==> config.mk <==
export PLATFORM = sky130hd
export DESIGN_NAME = fcs_remapper
export DESIGN_NICKNAME = d
export VERILOG_FILES = /design/src/rtl/fcs_pkg.sv /design/src/rtl/fcs_access_ctrl.sv /design/src/rtl/fcs_id_bank.sv /design/src/rtl/fcs_remap.sv /design/src/rtl/fcs_remapper.sv
export SDC_FILE = /design/constraint.sdc
export NUM_CORES = 1
export LEC_CHECK = 0
export ABC_AREA = 1
export BUFFER_PORTS_ARGS = -buffer_cell sky130_fd_sc_hd__clkbuf_2
export CAP_MARGIN = 30
export CORE_AREA = 2 2 90 57
export DETAILED_ROUTE_END_ITERATION = 16
export DIE_AREA = 0 0 92 59
export PLACE_DENSITY = 0.76
export SETUP_SLACK_MARGIN = 0.3
export SYNTH_ARGS = -nofsm -noshare
export SYNTH_HDL_FRONTEND = slang
export SYNTH_SLANG_ARGS = --single-unit
==> constraint.sdc <==
create_clock -name clk -period 0.9 [get_ports clk]
set_clock_uncertainty 0.2 [all_clocks]
set_input_delay 0.09 -clock clk [delete_from_list [all_inputs] [get_ports clk]]
set_output_delay 0.09 -clock clk [all_outputs]
set_load 0.005 [all_outputs]
==> src/rtl/fcs_pkg.sv <==
package fcs_pkg;

    localparam int ADDR_W = 32;
    localparam int ID_W   = 7;
    localparam int OFFS_W = ADDR_W - ID_W;
    localparam int NBANK  = 2;

    typedef enum logic {
        BANK_S  = 1'b0,
        BANK_NS = 1'b1
    } bank_e;

    typedef struct packed {
        logic  rd;
        logic  wr;
        logic  priv;
        bank_e bank;
        logic  lock;
    } acc_req_t;

    typedef struct packed {
        logic wr_ok;
        logic rd_ok;
        logic deny;
    } acc_dec_t;

    function automatic acc_dec_t decode_access(acc_req_t r);
        acc_dec_t d;
        logic     active;
        active  = r.rd | r.wr;
        d.deny  = active & (~r.priv | (r.wr & (r.bank == BANK_S) & r.lock));
        d.wr_ok = r.wr & ~d.deny;
        d.rd_ok = r.rd & ~r.wr & ~d.deny;
        return d;
    endfunction

endpackage

==> src/rtl/fcs_access_ctrl.sv <==
module fcs_access_ctrl
    import fcs_pkg::*;
(
    input  logic     clk,
    input  logic     rst,
    input  acc_req_t req,
    output acc_dec_t dec,
    output logic     undef_q,
    output logic     flush_q
);

    always_comb begin
        dec = decode_access(req);
    end

    always_ff @(posedge clk) begin
        if (rst) begin
            undef_q <= 1'b0;
            flush_q <= 1'b0;
        end else begin
            undef_q <= dec.deny;
            flush_q <= dec.wr_ok;
        end
    end

endmodule

==> src/rtl/fcs_id_bank.sv <==
module fcs_id_bank
    import fcs_pkg::*;
#(
    parameter int P_ID_W  = ID_W,
    parameter int P_NBANK = NBANK
) (
    input  logic                             clk,
    input  logic                             rst,
    input  logic                             wr_en,
    input  logic [$clog2(P_NBANK)-1:0]       wr_sel,
    input  logic [P_ID_W-1:0]                wr_id,
    output logic [P_NBANK-1:0][P_ID_W-1:0]   ids
);

    for (genvar b = 0; b < P_NBANK; b++) begin : g_bank
        always_ff @(posedge clk) begin
            if (rst) begin
                ids[b] <= '0;
            end else if (wr_en && (wr_sel == b)) begin
                ids[b] <= wr_id;
            end
        end
    end

endmodule

==> src/rtl/fcs_remap.sv <==
module fcs_remap
    import fcs_pkg::*;
#(
    parameter int P_ADDR_W = ADDR_W,
    parameter int P_ID_W   = ID_W
) (
    input  logic [P_ADDR_W-1:0] addr,
    input  logic [P_ID_W-1:0]   id,
    output logic [P_ADDR_W-1:0] addr_out
);

    localparam int LOW_W = P_ADDR_W - P_ID_W;

    logic in_win;

    always_comb begin
        in_win = (addr[P_ADDR_W-1:LOW_W] == '0);
        if (in_win) begin
            addr_out = {id, addr[LOW_W-1:0]};
        end else begin
            addr_out = addr;
        end
    end

endmodule

==> src/rtl/fcs_remapper.sv <==
module fcs_remapper
    import fcs_pkg::*;
(
    input  logic              clk,
    input  logic              rst,
    input  logic              acc_rd,
    input  logic              acc_wr,
    input  logic [ADDR_W-1:0] acc_wdata,
    input  logic              priv,
    input  logic              nonsecure,
    input  logic              sec_wr_lock,
    output logic [ADDR_W-1:0] acc_rdata,
    output logic              undef_exc,
    output logic              flush_req,
    input  logic [ADDR_W-1:0] cpu_addr,
    input  logic              cpu_nonsecure,
    output logic [ADDR_W-1:0] mva
);

    acc_req_t                      req;
    acc_dec_t                      dec;
    logic [NBANK-1:0][ID_W-1:0]    ids;
    logic [ID_W-1:0]               xlate_id;
    logic [ID_W-1:0]               rd_id;
    logic                          unused_rsvd;

    always_comb begin
        req.rd   = acc_rd;
        req.wr   = acc_wr;
        req.priv = priv;
        req.bank = bank_e'(nonsecure);
        req.lock = sec_wr_lock;
    end

    assign unused_rsvd = ^acc_wdata[OFFS_W-1:0];

    fcs_access_ctrl u_ctrl (
        .clk     (clk),
        .rst     (rst),
        .req     (req),
        .dec     (dec),
        .undef_q (undef_exc),
        .flush_q (flush_req)
    );

    fcs_id_bank #(
        .P_ID_W  (ID_W),
        .P_NBANK (NBANK)
    ) u_bank (
        .clk    (clk),
        .rst    (rst),
        .wr_en  (dec.wr_ok),
        .wr_sel (req.bank),
        .wr_id  (acc_wdata[ADDR_W-1:OFFS_W]),
        .ids    (ids)
    );

    assign rd_id    = ids[req.bank];
    assign xlate_id = ids[cpu_nonsecure];

    always_ff @(posedge clk) begin
        if (rst) begin
            acc_rdata <= '0;
        end else if (dec.rd_ok) begin
            acc_rdata <= {rd_id, {OFFS_W{1'b0}}};
        end else begin
            acc_rdata <= '0;
        end
    end

    fcs_remap #(
        .P_ADDR_W (ADDR_W),
        .P_ID_W   (ID_W)
    ) u_remap (
        .addr     (cpu_addr),
        .id       (xlate_id),
        .addr_out (mva)
    );

endmodule

# ---- Word level (Yosys, flattened, before mapping)
# Cells that the tools add are included.
dict set report word_totals {
  ff_bits 48
  in_bits 72
  output_inout_bits 66
  elab_cells 30
}
dict set report classes {
  n_lt_le_gt_ge 2
  muxes 5
  bitwise 13
  n_reduce_logical 4
}
# op n
set op_table {}
lappend op_table {{2-to-1 mux 32 bit} 1}
lappend op_table {{2-to-1 mux 7 bit} 4}
lappend op_table {{zero test 7 bit} 1}
lappend op_table {{AND 1 bit} 6}
lappend op_table {{NOT 1 bit} 5}
lappend op_table {{less-than comparator 1 x 2 -> 1 bit (second input constant)} 2}
lappend op_table {{logical AND 1 bit} 2}
lappend op_table {{OR 1 bit} 2}
lappend op_table {{OR reduction 2 bit} 1}

# ---- Depth between registers and ports, before layout
# Gate-level depths: netlist of run 1.
dict set report logic_depth {
  word_depth 9
  mapped_depth 8
  ltp_nobuf 6
}

# ---- By module
# From an unflattened synthesis of run 1, not the netlist that was laid out.
dict set report hier_totals {
  hier_cells 225
  hier_area_um2 1555.2
}
# mod n_inst cells_per_inst area_each_um2 seq_area_each_um2
set by_module_without_submodules {}
lappend by_module_without_submodules {fcs_id_bank 1 79 595.6 280.3}
lappend by_module_without_submodules {fcs_remapper 1 80 554.3 140.1}
lappend by_module_without_submodules {fcs_remap 1 51 299.0 0.0}
lappend by_module_without_submodules {fcs_access_ctrl 1 15 106.4 40.0}

# ---- Least setup slack after synthesis of run 1
# Ideal clock, no wire load.
dict set report synth_path {
  path_type {input to register}
  from {input nonsecure}
  to {register u_bank.ids[10] (netlist bit)}
  setup_ns 0.113
  arrival_ns 0.677
  required_ns 0.587
  setup_slack_ns -0.090
  path_stages 7
  n_path_buf 2
  path_cell_list {buf_6 -> inv_4 -> nand2_4 -> nand4_4 -> buf_6 -> nor2_1 -> nor2_1}
}
dict set report synth_via {
  elab_chain_cells 8
}
# element line
set synth_lines {}
lappend synth_lines {{from (decl)} fcs_remapper.sv:10} ;# input logic nonsecure,
lappend synth_lines {{NOT 1 bit} fcs_pkg.sv:31} ;# d.deny = active & (~r.priv | (r.wr & (r.bank == BANK_S) & r.lock));
lappend synth_lines {{AND 1 bit (2 in series)} fcs_pkg.sv:31}
lappend synth_lines {{OR 1 bit} fcs_pkg.sv:31}
lappend synth_lines {{AND 1 bit} fcs_pkg.sv:31}
lappend synth_lines {{NOT 1 bit} fcs_pkg.sv:32} ;# d.wr_ok = r.wr & ~d.deny;
lappend synth_lines {{AND 1 bit} fcs_pkg.sv:32}
lappend synth_lines {{logical AND 1 bit *} fcs_id_bank.sv:19} ;# end else if (wr_en && (wr_sel == b)) begin
lappend synth_lines {{to (signal, indexed assignment)} fcs_id_bank.sv:20} ;# ids[b] <= wr_id;
lappend synth_lines {{to (decl)} fcs_id_bank.sv:12} ;# output logic [P_NBANK-1:0][P_ID_W-1:0] ids
# Every way passes the cells marked *; elsewhere a longest branch is shown, timed or not.
# A chain may end at the register's enable or synchronous reset.

# ---- Final worst setup path of run 1
dict set report layout_path {
  from {register u_bank.ids[10] (netlist bit)}
  to {output mva[28]}
}
dict set report layout_via {
  elab_chain_cells 3
}
# element line
set layout_lines {}
lappend layout_lines {{2-to-1 mux 7 bit (implied by the code) (2 in series)} fcs_remapper.sv:59} ;# assign xlate_id = ids[cpu_nonsecure];
lappend layout_lines {{2-to-1 mux 32 bit} fcs_remap.sv:18} ;# if (in_win) begin
lappend layout_lines {{to (decl)} fcs_remapper.sv:17} ;# output logic [ADDR_W-1:0] mva
# No other way between the ends. The select of a mux whose other input is x is not followed.

==> results of run 1 <==
[layout make-up]
| class | instances | share of cell area (%) |
|---|---|---|
| flip-flops and latches | 23 | 25.0 |
| repair buffers | 62 | 24.2 |
| multi-input cells | 142 | 38.8 |
| clock buffers | 3 | 2.15 |
| inverters | 25 | 5.53 |
| clock inverters | 1 | 0.260 |
| well taps | 63 | 4.10 |
[layer usage]
layer / wire length [µm] / track usage [%] / vias up / part of all wire (%)
met5: 0 / 0 / - / 0
met2: 1460 / 16.6 / 36 / 44
met1: 1650 / 17.2 / 562 / 49
li1: - / - / 662 / -
met3: 229 / 4.71 / 0 / 6.9
met4: 0 / 2.35 / 0 / 0
[registers in the layout, indices dropped and copies added (netlist names)]
signal,count
u_bank.ids,14
acc_rdata,7
u_ctrl.flush_q,1
u_ctrl.undef_q,1
[repair_timing]
| item | 4_1_cts | 5_1_grt |
|---|---|---|
| setup buffers | 2 | 1 |
| pin swaps | 10 | 19 |
| gates resized for setup | 44 | 50 |
| hold endpoints to repair | 41 | 41 |
| setup endpoints to repair | 39 | 39 |
[cell families after synthesis]
group,synth area share (%)
buffers and inverters,34.6
DFF,30.4
AOI/OAI and AO/OA,4.96
other,0.248
and+or+nand+nor,29.8
[stage by stage]
| step | std cells | total power, µW |
|---|---|---|
| floorplan | 246 | 1470 |
| global placement | 312 | 1470 |
| global route | 319 | 2350 |
| finish | 319 | 2220 |
| detailed placement | 312 | 1470 |
| CTS | 318 | 2160 |
[how the worst min path moves through the flow]
stage | from | endpoint | slack (ps) | depth (start not counted)
4_1_cts | rst | u_ctrl.undef_q | -200 | 2
3_3_place_gp | cpu_addr[12] | mva[12] | -20 | 0
2_1_floorplan | rst | u_ctrl.undef_q | -40 | 1
5_1_grt | rst | u_ctrl.flush_q | -200 | 2
3_5_place_dp | cpu_addr[12] | mva[12] | -20 | 0
6_report | rst | u_ctrl.flush_q | -190 | 2
[layout by cell type, fill, tap and decap left out]
master	count
nand2_2	7
dfxtp_1	7
clkbuf_16	1
nor2_1	36
a21oi_2	5
conb_1	25
clkbuf_8	3
clkbuf_2	30
nand2_1	37
buf_4	9
nand4_4	2
inv_2	15
o21ai_1	2
nor3_2	2
nand3_2	2
nand2_8	1
nand3_1	5
a21oi_1	2
clkinv_8	1
nor2_4	1
nand2_4	1
nor2_2	6
nand4_1	1
clkinv_2	1
buf_6	18
buf_2	4
dfxtp_2	16
inv_1	9
o21ai_4	1
nor3_4	1
o21ai_2	5
[power by group]
part / total (µW) / internal, µW / switching, µW
Sequential: 1080 / 1060 / 18.0
Clock: 650 / 310 / 340
Combinational: 497 / 223 / 274
==> impl_metrics.csv, run 1 <==
group,metric,value,unit
worst_hold_path,hp-class,"in -> reg",
power,p_leak,0.000988,µW
global_route,antenna_found_initial,0,
worst_setup_path,cp_slowest_cell,"dfxtp_2",
logic_synthesis,synth_edf_count,0,
logic_synthesis,async_reset_ff_share,0,%
routing,drc,0,
layout,antenna_cells,0,
floorplanning,core,4520,µm²
timing,fin_crit,1370,ps
worst_setup_path,ff2ff_path_depth,6,
logic_synthesis,ys_top_cells_by_count,"51 x buf_4, 45 x nand2_1, 43 x nor2_1, 24 x inv_1, 23 x dfxtp_1",
worst_setup_path,cp_num_cells,5,
worst_setup_path,cp_max_fo,2,
timing,rsz0062_at_grt,"yes",
worst_setup_path,critical_path_class,"reg -> out",
layout,fin_util,42.6,%
logic_synthesis,yosysWarnings,0,
cts,root_buffer,"clkbuf_8",
worst_setup_path,start_kind,"register",
worst_setup_path,critPathCaptureType,"output port",
cts,clkSinkCount,23,
worst_setup_path,required,610,ps
floorplanning,ios,138,
timing,tns,-5030,ps
layout,syn2layout_area_growth,27.1,%
layout,stdcell_area,1920,µm²
logic_synthesis,seq_area_frac_synth,30.4,%
worst_setup_path,cp-endpoint,"mva[28]",
layout,ff_latch_area,480,µm²
status,outcome,"finished with violations",
routing,dr.pass1.iters,4,
cts,cts_buffers,3,
worst_setup_path,timing.rr.start,"u_bank.ids[1]",
layout,fillers,455,
logic_synthesis,synth_top_cell_area_share,30.4,%
logic_synthesis,synthDistinctLibCells,17,
layout,multiInputGateArea,746,µm²
timing,hold_viol,41,
cts,h-tree-depth,1,
logic_synthesis,synthTopCellsByArea,"dfxtp_1 30%, buf_4 25%, nand2_1 11%",
timing,timing.hold.ws,-189,ps
global_route,first_global_vias,1037,
logic_synthesis,synth_seq_cells,23,
timing,setup_viol,37,
power,pwr_density_cell,1160,nW/µm²
power,peakVddDrop,0.000470,V
status,violations,"negative hold slack, negative setup slack",
logic_synthesis,synth_most_common_cell,"buf_4",
floorplanning,die_x,92,µm
worst_setup_path,r2r-end,"acc_rdata[26]",
logic_synthesis,syn_area,1510,µm²
placement,place_ws,-286,ps
placement,portBuffers,37,
layout,layout.nets,329,
cts,clk_pin_slew,80,ps
global_route,grt_start_max_net_pins,15,
logic_synthesis,ys.flop_type,"dfxtp_1",
cts,clock_latency,270,ps
worst_setup_path,cp_top_family,"flip-flops",
cts,cts_tree,"done",
logic_synthesis,syn_inst,222,
layout,drive_gt1_share,51.6,%
routing,final_antenna_net_count,0,
placement,gp_congestion,0.809,
cts,cts_max_path_buffers,2,
floorplanning,rows,19,
worst_setup_path,cp_cell_sequence,"nand2_1, o21ai_4, nand3_2, nand2_2, clkbuf_2",
logic_synthesis,synth_area_per_cell,6.81,µm²
routing,routedWlPerCell,10.5,µm
floorplanning,die_y,59,µm
routing,num_vias,1260,
worst_setup_path,worst-path-buf-inv,1,
timing,final.setup.worst_slack,-470,ps
worst_setup_path,reg2reg_slack,-190,ps
placement,post-dp-hpwl,2350,µm
job,drv_cap,0,
global_route,grt_use_total,11.9,%
global_route,overflow,0,
routing,drt_iter0_markers,73,
global_route,grt_pass1_wl,4980,µm
floorplanning,initial_core_util,33.5,%
timing,timing.fmax,0.730,GHz
logic_synthesis,synth_top_area_cell,"dfxtp_1",
worst_setup_path,crit_path_max_incr_delay,340,ps
timing,timing.final.crit_share,152,%
routing,vias_per_cell,3.95,
routing,routed_wl,3340,µm
timing,slew_viol_final,0,
worst_setup_path,critPathArrivalTime,1080,ps
worst_setup_path,startpoint,"u_bank.ids[10]",
floorplanning,dieArea,5430,µm²
placement,dpl-instance-area,1630,µm²
Power figures use the tool's default switching activity.
==> run 2: changes to the inputs <==
--- a/config.mk
+++ b/config.mk
@@ -8,11 +8,12 @@
 export ABC_AREA = 1
 export BUFFER_PORTS_ARGS = -buffer_cell sky130_fd_sc_hd__clkbuf_2
 export CAP_MARGIN = 30
-export CORE_AREA = 2 2 90 57
+export CORE_AREA = 2 2 91 58
 export DETAILED_ROUTE_END_ITERATION = 16
-export DIE_AREA = 0 0 92 59
-export PLACE_DENSITY = 0.76
+export DIE_AREA = 0 0 93 60
+export PLACE_DENSITY = 0.75
 export SETUP_SLACK_MARGIN = 0.3
 export SYNTH_ARGS = -nofsm -noshare
 export SYNTH_HDL_FRONTEND = slang
+export SYNTH_HIERARCHICAL = 1
 export SYNTH_SLANG_ARGS = --single-unit
==> run 2 against run 1 <==
Effect of this change:
- the flow still finishes with violations (negative hold slack, negative setup slack)
- maximum frequency fell by 0.27%
- global-route usage is 2.9 points higher
- first-iteration DRC count is 21% higher
- total power increased by 4.6%
- largest power group unchanged
==> impl_metrics.csv, run 2 <==
group,metric,value,unit
layout,drive_gt1_share,65.4,%
global_route,antenna_found_initial,0,
floorplanning,initial_core_util,32.3,%
worst_setup_path,crit_path_max_incr_delay,340,ps
cts,cts_buffers,3,
timing,hold_viol,38,
cts,clock_latency,260,ps
layout,mostFrequentLayoutCell,"clkbuf_2",
floorplanning,die_y,60,µm
worst_setup_path,timing.rr.start,"u_bank/ids[13]",
power,pwr_density_cell,1030,nW/µm²
logic_synthesis,syn_inst,224,
layout,layout_common_cells,"28 x clkbuf_2, 26 x nand2_1, 25 x conb_1",
routing,vias_per_cell,4.32,
routing,routed_wl,4250,µm
worst_setup_path,cp_max_fo,2,
worst_setup_path,cp_top_family,"flip-flops",
status,violations,"negative hold slack, negative setup slack",
worst_setup_path,critPathCaptureType,"output port",
layout,layout.nets,342,
cts,clk_pin_slew,80,ps
global_route,grt_pass1_wl,6240,µm
placement,post-dp-hpwl,2630,µm
timing,final.setup.worst_slack,-473,ps
worst_setup_path,ff2ff_path_depth,4,
power,p_leak,0.00106,µW
worst_setup_path,cp_cell_sequence,"nand2_1, o21ai_1, nand3_1, nand2_1, buf_2",
routing,routedWlPerCell,12.7,µm
status,outcome,"finished with violations",
timing,setup_viol,30,
floorplanning,dieArea,5580,µm²
timing,rsz0062_at_grt,"yes",
layout,final_cell_count_no_fill,335,
routing,drc,0,
worst_setup_path,critPathArrivalTime,1080,ps
layout,antenna_cells,0,
routing,final_antenna_net_count,0,
power,peakVddDrop,0.000473,V
logic_synthesis,syn_area,1550,µm²
logic_synthesis,yosysWarnings,6,
worst_setup_path,worst-path-buf-inv,1,
layout,syn2layout_area_growth,46.1,%
cts,h-tree-depth,1,
layout,largestRegisters,"u_bank/ids (14), acc_rdata (7)",
worst_setup_path,cp_slowest_cell,"dfxtp_2",
floorplanning,core,4800,µm²
worst_setup_path,start_kind,"register",
layout,regMostFlops,"u_bank/ids",
worst_setup_path,r2r-end,"acc_rdata[31]",
floorplanning,ios,138,
timing,timing.final.crit_share,153,%
global_route,grt_start_max_net_pins,19,
global_route,overflow,0,
routing,num_vias,1447,
placement,dp.cells,322,
worst_setup_path,critical_path_class,"reg -> out",
routing,dr.pass1.iters,4,
worst_setup_path,cpMostUsedCell,"nand2_1",
global_route,first_global_vias,1305,
worst_setup_path,required,610,ps
layout,largest_reg_flops,14,
floorplanning,die_x,93,µm
routing,drt_iter0_markers,88,
placement,gp_congestion,0.804,
cts,clkSinkCount,23,
timing,timing.hold.ws,-112,ps
job,drv_cap,0,
worst_hold_path,min_to,"u_bank/ids[7]",
cts,cts_max_path_buffers,2,
logic_synthesis,synth_area_per_cell,6.93,µm²
worst_setup_path,startpoint,"u_bank/ids[13]",
placement,portBuffers,37,
worst_hold_path,hold_path_depth,3,
timing,fin_crit,1370,ps
global_route,grt_use_total,14.7,%
worst_hold_path,hold_start,"acc_wdata[25]",
worst_hold_path,hp-class,"in -> reg",
worst_setup_path,reg2reg_slack,-90,ps
floorplanning,rows,20,
timing,timing.fmax,0.728,GHz
cts,cts_tree,"done",
cts,root_buffer,"clkbuf_8",
timing,slew_viol_final,0,
-- run 2: per-layer routing --
layer | vias up | GRT usage [%] | share of wire, %
met2 | 52 | 24.1 | 51
li1 | 705 | - | -
met5 | - | 0 | 0
met3 | 8 | 4.79 | 6.7
met1 | 682 | 18.8 | 40
met4 | 0 | 4.20 | 2.2
-- run 2: area by class of cell --
class	instances	area, µm²
fill	441	2540
multi-input combinational	140	910
timing repair buffer	73	609
sequential	23	485
inverter	29	134
tap	66	82.6
clock buffer	3	41.3
clock inverter	1	5.00
-- run 2: worst max path at each step --
stage | depth (start not counted) | end
floorplan | 9 | u_bank/ids[0]
global placement | 9 | u_bank/ids[5]
detailed placement | 9 | u_bank/ids[3]
CTS | 5 | mva[30]
global route | 5 | mva[30]
finish | 5 | mva[31]
-- run 2: metrics by stage --
stage / util (%) / power [µW] / setup WS [ps] / setup TNS (ps) / area, µm²
2_1_floorplan: - / 1500 / -89.1 / -1000 / 1730
3_3_place_gp: 36.4 / 1500 / -405 / -8220 / 1750
3_5_place_dp: 36.4 / 1510 / -412 / -8720 / 1750
4_1_cts: 42.4 / 2210 / -429 / -3680 / 2040
5_1_grt: 47.2 / 2440 / -539 / -6090 / 2270
6_report: 47.2 / 2330 / -473 / -4550 / 2270
-- run 2: report_power, final --
part	internal, µW	total, µW	switching, µW
clock network	309	631	323
registers	1050	1070	21.0
logic	283	620	337
-- run 2: repair_timing --
action,in CTS,in global routing
pin swaps,23,22
endpoints found under the setup margin,38,38
setup buffers,3,6
endpoints found under the hold margin,38,33
gates resized for setup,61,60
-- run 2: tightest hold or removal path, cell delays in order --
cell,delay [ps]
clkbuf_2,90
nand3_2,80
a21oi_2,50
